## config.mk

```make
export PLATFORM = sky130hd
export DESIGN_NAME = supply_switch_ctrl
export DESIGN_NICKNAME = d
export VERILOG_FILES = /design/src/rtl/swo_pkg.sv /design/src/rtl/hyst_cmp.sv /design/src/rtl/ce_gate.sv /design/src/rtl/supply_switch_ctrl.sv
export SDC_FILE = /design/constraint.sdc
export NUM_CORES = 1
export LEC_CHECK = 0
export CAP_MARGIN = 10
export CELL_PAD_IN_SITES_DETAIL_PLACEMENT = 0
export CELL_PAD_IN_SITES_GLOBAL_PLACEMENT = 1
export CORE_ASPECT_RATIO = 1.4
export CORE_UTILIZATION = 35
export DETAILED_ROUTE_END_ITERATION = 12
export DONT_BUFFER_PORTS = 1
export GPL_TIMING_DRIVEN = 0
export MAX_ROUTING_LAYER = met4
export PLACE_DENSITY = 0.76
export SLEW_MARGIN = 25
export SYNTH_ARGS = -nofsm -noshare
export SYNTH_HDL_FRONTEND = slang
export SYNTH_SLANG_ARGS = --single-unit
```

## constraint.sdc

```tcl
create_clock -name clk -period 1.42 [get_ports clk]
set_input_delay 0.142 -clock clk [delete_from_list [all_inputs] [get_ports clk]]
set_output_delay 0.142 -clock clk [all_outputs]
set_load 0.1 [all_outputs]
```

## src/rtl/swo_pkg.sv

```systemverilog
package swo_pkg;
  localparam int unsigned MV_W = 16;
  typedef logic [MV_W-1:0] mv_t;
  typedef logic [MV_W:0]   mv_ext_t;

  // Widen a code by one bit so that adding an offset cannot overflow
  function automatic mv_ext_t widen(input mv_t a);
    return {1'b0, a};
  endfunction

  // Code plus a constant margin, in the widened domain
  function automatic mv_ext_t mv_plus(input mv_t a, input int unsigned off);
    return widen(a) + mv_ext_t'(off);
  endfunction
endpackage

```

## src/rtl/hyst_cmp.sv

```systemverilog
module hyst_cmp import swo_pkg::*; #(
  parameter bit RST_STATE = 1'b0
)(
  input  logic    clk,
  input  logic    rst_n,
  input  logic    upd,
  input  mv_ext_t level,
  input  mv_ext_t lo_trip,
  input  mv_ext_t hi_trip,
  output logic    state
);
  logic fall_evt;
  logic rise_evt;

  assign fall_evt = upd &&  state && (level <  lo_trip);
  assign rise_evt = upd && !state && (level >= hi_trip);

  always_ff @(posedge clk or negedge rst_n) begin
    if (!rst_n)        state <= RST_STATE;
    else if (fall_evt) state <= 1'b0;
    else if (rise_evt) state <= 1'b1;
  end

  // with no sample strobe the comparator holds its state
  a_r9_hold_no_sample: assert property (@(posedge clk) disable iff (!rst_n)
    !upd |=> $stable(state));
endmodule

```

## src/rtl/ce_gate.sv

```systemverilog
module ce_gate (
  input  logic gate_en,
  input  logic ce_in_n,
  output logic ce_out_n
);
  always_comb begin
    if (gate_en) ce_out_n = ce_in_n;
    else         ce_out_n = 1'b1;
  end
endmodule

```

## src/rtl/supply_switch_ctrl.sv

```systemverilog
module supply_switch_ctrl import swo_pkg::*; #(
  parameter int unsigned FALL_MARGIN_MV  = 50,
  parameter int unsigned RISE_MARGIN_MV  = 70,
  parameter int unsigned RST_NOM_MV      = 4650,
  parameter int unsigned RST_LOW_MV      = 4400,
  parameter int unsigned RST_HYST_MV     = 40,
  parameter int unsigned PF_TRIP_MV      = 1300,
  parameter int unsigned PF_HYST_MV      = 20,
  parameter bit          LOW_RST_VARIANT = 1'b0
)(
  input  logic           clk,
  input  logic           rst_n,
  input  logic           sample_valid,
  input  logic [MV_W-1:0] main_mv,
  input  logic [MV_W-1:0] batt_mv,
  input  logic [MV_W-1:0] sense_mv,
  input  logic           ce_in_n,
  output logic           on_batt,
  output logic           pwr_fail_n,
  output logic           ce_out_n
);
  localparam int unsigned RST_TRIP_MV = LOW_RST_VARIANT ? RST_LOW_MV : RST_NOM_MV;
  localparam mv_ext_t RST_LO = mv_ext_t'(RST_TRIP_MV);
  localparam mv_ext_t RST_HI = mv_ext_t'(RST_TRIP_MV + RST_HYST_MV);
  localparam mv_ext_t PF_LO  = mv_ext_t'(PF_TRIP_MV);
  localparam mv_ext_t PF_HI  = mv_ext_t'(PF_TRIP_MV + PF_HYST_MV);

  // Named internal events for checking
  mv_ext_t main_w;
  mv_ext_t src_lo_trip;   // main must reach this to stay on main
  mv_ext_t src_hi_trip;   // main must reach this to return to main
  logic    main_selected;
  logic    gate_en;
  logic    sense_ok;
  logic    below_batt_q;
  logic    below_batt_now;

  assign main_w         = widen(main_mv);
  assign src_lo_trip    = mv_plus(batt_mv, FALL_MARGIN_MV + 1);
  assign src_hi_trip    = mv_plus(batt_mv, RISE_MARGIN_MV + 1);
  assign below_batt_now = main_w < widen(batt_mv);

  hyst_cmp #(.RST_STATE(1'b0)) i_src_cmp (
    .clk(clk), .rst_n(rst_n), .upd(sample_valid), .level(main_w),
    .lo_trip(src_lo_trip), .hi_trip(src_hi_trip), .state(main_selected)
  );

  hyst_cmp #(.RST_STATE(1'b0)) i_rst_cmp (
    .clk(clk), .rst_n(rst_n), .upd(sample_valid), .level(main_w),
    .lo_trip(RST_LO), .hi_trip(RST_HI), .state(gate_en)
  );

  hyst_cmp #(.RST_STATE(1'b0)) i_pf_cmp (
    .clk(clk), .rst_n(rst_n), .upd(sample_valid), .level(widen(sense_mv)),
    .lo_trip(PF_LO), .hi_trip(PF_HI), .state(sense_ok)
  );

  always_ff @(posedge clk or negedge rst_n) begin
    if (!rst_n)            below_batt_q <= 1'b1;
    else if (sample_valid) below_batt_q <= below_batt_now;
  end

  assign on_batt    = ~main_selected;
  assign pwr_fail_n = sense_ok & ~below_batt_q;

  ce_gate i_ce_gate (.gate_en(gate_en), .ce_in_n(ce_in_n), .ce_out_n(ce_out_n));

  // falling margin reached while on main -> battery next cycle
  a_r2_drop_to_batt: assert property (@(posedge clk) disable iff (!rst_n)
    (sample_valid && !on_batt && (main_w <= mv_plus(batt_mv, FALL_MARGIN_MV)))
    |=> on_batt);

  // rising margin exceeded while on battery -> main next cycle
  a_r3_back_to_main: assert property (@(posedge clk) disable iff (!rst_n)
    (sample_valid && on_batt && (main_w > mv_plus(batt_mv, RISE_MARGIN_MV)))
    |=> !on_batt);

  // supply under battery forces the power-fail output low
  a_r6_pf_forced: assert property (@(posedge clk) disable iff (!rst_n)
    (sample_valid && (main_mv < batt_mv)) |=> !pwr_fail_n);

  // supply under reset level forces chip-enable inactive
  a_r8_ce_blocked: assert property (@(posedge clk) disable iff (!rst_n)
    (sample_valid && (main_w < RST_LO)) |=> ce_out_n);
endmodule

```

==> metrics.cfg <==
[routing]
wl_per_cell_um = 14.7
dr.pass1.iters = 4
drtIter0Drc = 39
vias = 1687
wl_mm = 4.51
avgViaCountPerCell = 5.51
ant_nets = 0
drc_errors = 0

[setup_path]
crit_type = input port to flip-flop
worstPathRequired_ps = 1500
crit_buf_inv = 0
cp_top_family = simple AND/OR/NAND/NOR gates
worstPathArrival_ps = 2170
slowest_delay_ps = 290
endpoint_kind = flip-flop
cp_slowest_cell = a211o_1
start_kind = input port
cp_cell_sequence = and4_4, nand4_4, or2_1, nor2_1, xnor2_1, ha_1, a211o_1, o31ai_2, a311oi_1, nor3_1, o211ai_1
cp_max_fo = 5

[synthesis]
syn_area_sq_um = 1800
synthCells = 233
yosysWarnings = 0
postSynthAreaPerCell_sq_um = 7.74
ys_types = 45
synthArstFlopShare_pct = 100
synth_largest_area_cell = ha_1
syn_nets = 332
ys_ff_latch = 4
synth_edf_count = 0
ys_seq_area_share_pct = 5.62
synthTopCellsByArea = ha_1 (33%), xnor2_1 (12%), nor2_1 (6.0%), inv_1 (4.4%), dfrtp_1 (4.2%)
synth_top_area_share_pct = 32.6
ys.flop_type = dfrtp_1

[power]
ir_worst_vdd_mv = 0.197
power.leakage_uw = 0.000894
p_per_area_nw_per_um2 = 512

[run_status]
violations = negative setup slack
status = finished, violations left

[global_routing]
antenna_found_initial = 0
grt_use_total_pct = 18.0
grt_pass1_wl_mm = 7.69
overflow = 0
grt_max_degree = 8
grt_pass1_vias = 1757

[timing]
hold_viol_final = 0
final.min_clock_period_ps = 2090
hold_slack_ps = 87.3
tightest_slew_ps = 858
finalCritPeriodShare_pct = 147
fmax_mhz = 478
setup_viol = 1
timing.final.ws_setup_ps = -674
rsz0062_at_grt = yes
max_slew_margin_pct = 42.8
slew_viol_final = 0
clock_skew_ps = 0

[clock_network]
cts_root_buf = clkbuf_8
cts_tree = done
h-tree-depth = 1
clock_latency_ps = 210
cts.clk_slew.worst_paths_ps = 40
ctsLongestPathBuffers = 2
numClockSinks = 4
cts_buffers = 3

[cells_and_area]
synthToLayoutAreaGrowth_pct = 17.2
layout_common_cells = ha_1 (46), nor2_1 (26), xnor2_1 (25), inv_1 (19), a21oi_1 (13)
post-route-cell-area_sq_um = 2110
fillers = 500
antennaDiodeCount = 0
finish.net_count = 342
multiInputGateArea_sq_um = 1730
final_common_cell = ha_1
ff_latch_area_sq_um = 101
drive_above_1_share_pct = 15.3

[die]
die_x_um = 62.7
core_sq_um = 4920
die_area_sq_um = 5450
num_rows = 30
ios = 55
die_y_um = 86.9
initial_core_util_pct = 36.7

[placement]
place_area_sq_um = 1940
place_hpwl_mm = 3.96
port_buffers = 0
gp_congestion = 0.811

[min_path]
hp-class = input port to flip-flop

[run]
max_cap_viol_count = 0

==> sequential cells by signal, indices dropped and copies added (netlist names) <==
register and count:
i_src_cmp.state 1, i_pf_cmp.state 1, below_batt_q 1, i_rst_cmp.state 1
==> synth_stat cells (2+ instances only) <==
cell	n
nand2b_1	3
a311oi_1	2
ha_1	47
o31ai_1	3
a211o_1	3
o211ai_1	4
o21a_1	3
o21ai_0	9
a31oi_1	2
inv_1	21
xnor2_1	25
nor2b_1	6
dfrtp_1	3
o31a_1	2
a2111oi_0	2
o2111ai_1	2
nand3_1	4
a21oi_1	14
a211oi_1	4
nand2_1	11
nor3_1	6
nand4_1	4
a21o_1	3
nor2_1	29
==> power breakdown <==
group          switching (uW)  internal [uW]  leakage, uW  total [uW]
logic                     410            269     0.000829         680
registers                16.5            136    0.0000424         152
clock network            58.4            192    0.0000228         250
==> what timing repair did <==
action | CTS | global route
pin swaps | 15 | 4
endpoints found under the setup margin | 3 | 2
hold buffers | 1 | 0
buffers inserted | 4 | 0
endpoints found under the hold margin | 4 | 0
resized for setup | 17 | 4
==> area by class of cell <==
class | count | share of cell area [%]
buffer | 2 | 0.592
inverter | 21 | 4.91
timing repair buffer | 5 | 1.89
sequential | 4 | 4.80
clock buffer | 4 | 2.13
tap | 64 | 3.79
multi-input combinational | 206 | 81.9
==> per-stage QoR <==
step,TNS [ps],utilization (%),cells,power [uW],setup slack [ps]
global placement,-1390,39.5,297,772,-1180
finish,-674,43.0,306,1080,-674
detailed placement,-1390,39.5,297,779,-1190
floorplan,-726,-,233,675,-726
CTS,-668,42.6,306,1090,-668
global route,-826,43.0,306,1180,-826
==> logic make-up after synthesis <==
kind of cell,Yosys count,synth area share (%)
AO/OA/AOI/OAI,61,23.2
XOR/XNOR,26,12.6
adder cells (fa/ha/maj),47,32.6
buffers and inverters,23,4.86
flip-flops,4,5.62
AND/OR/NAND/NOR,72,21.1
==> path summary, 6_finish.rpt <==
kind	startpoint	to	slack [ps]	cells past startpoint
max in group asynchronous	rst_n	below_batt_q$_DFFE_PN1P_	980	1
worst min-delay path	sense_mv[10]	i_pf_cmp.state$_DFFE_PN0P_	90	1
worst min register to register	i_pf_cmp.state$_DFFE_PN0P_	i_pf_cmp.state$_DFFE_PN0P_	570	1
worst max register to register	i_src_cmp.state$_DFFE_PN0P_	i_src_cmp.state$_DFFE_PN0P_	-330	4
min in group asynchronous	rst_n	i_rst_cmp.state$_DFFE_PN0P_	190	1
worst max-delay path	batt_mv[10]	i_src_cmp.state$_DFFE_PN0P_	-670	11
==> per-layer routing <==
metal	wire [um]	vias to the layer above	track usage, %
met3	166	2	1.96
met4	4	0	1.90
met2	2420	38	34.9
li1	-	876	-
met1	1920	771	20.1
met5	0	-	-
No activity file was read; power rests on OpenSTA's default activity.
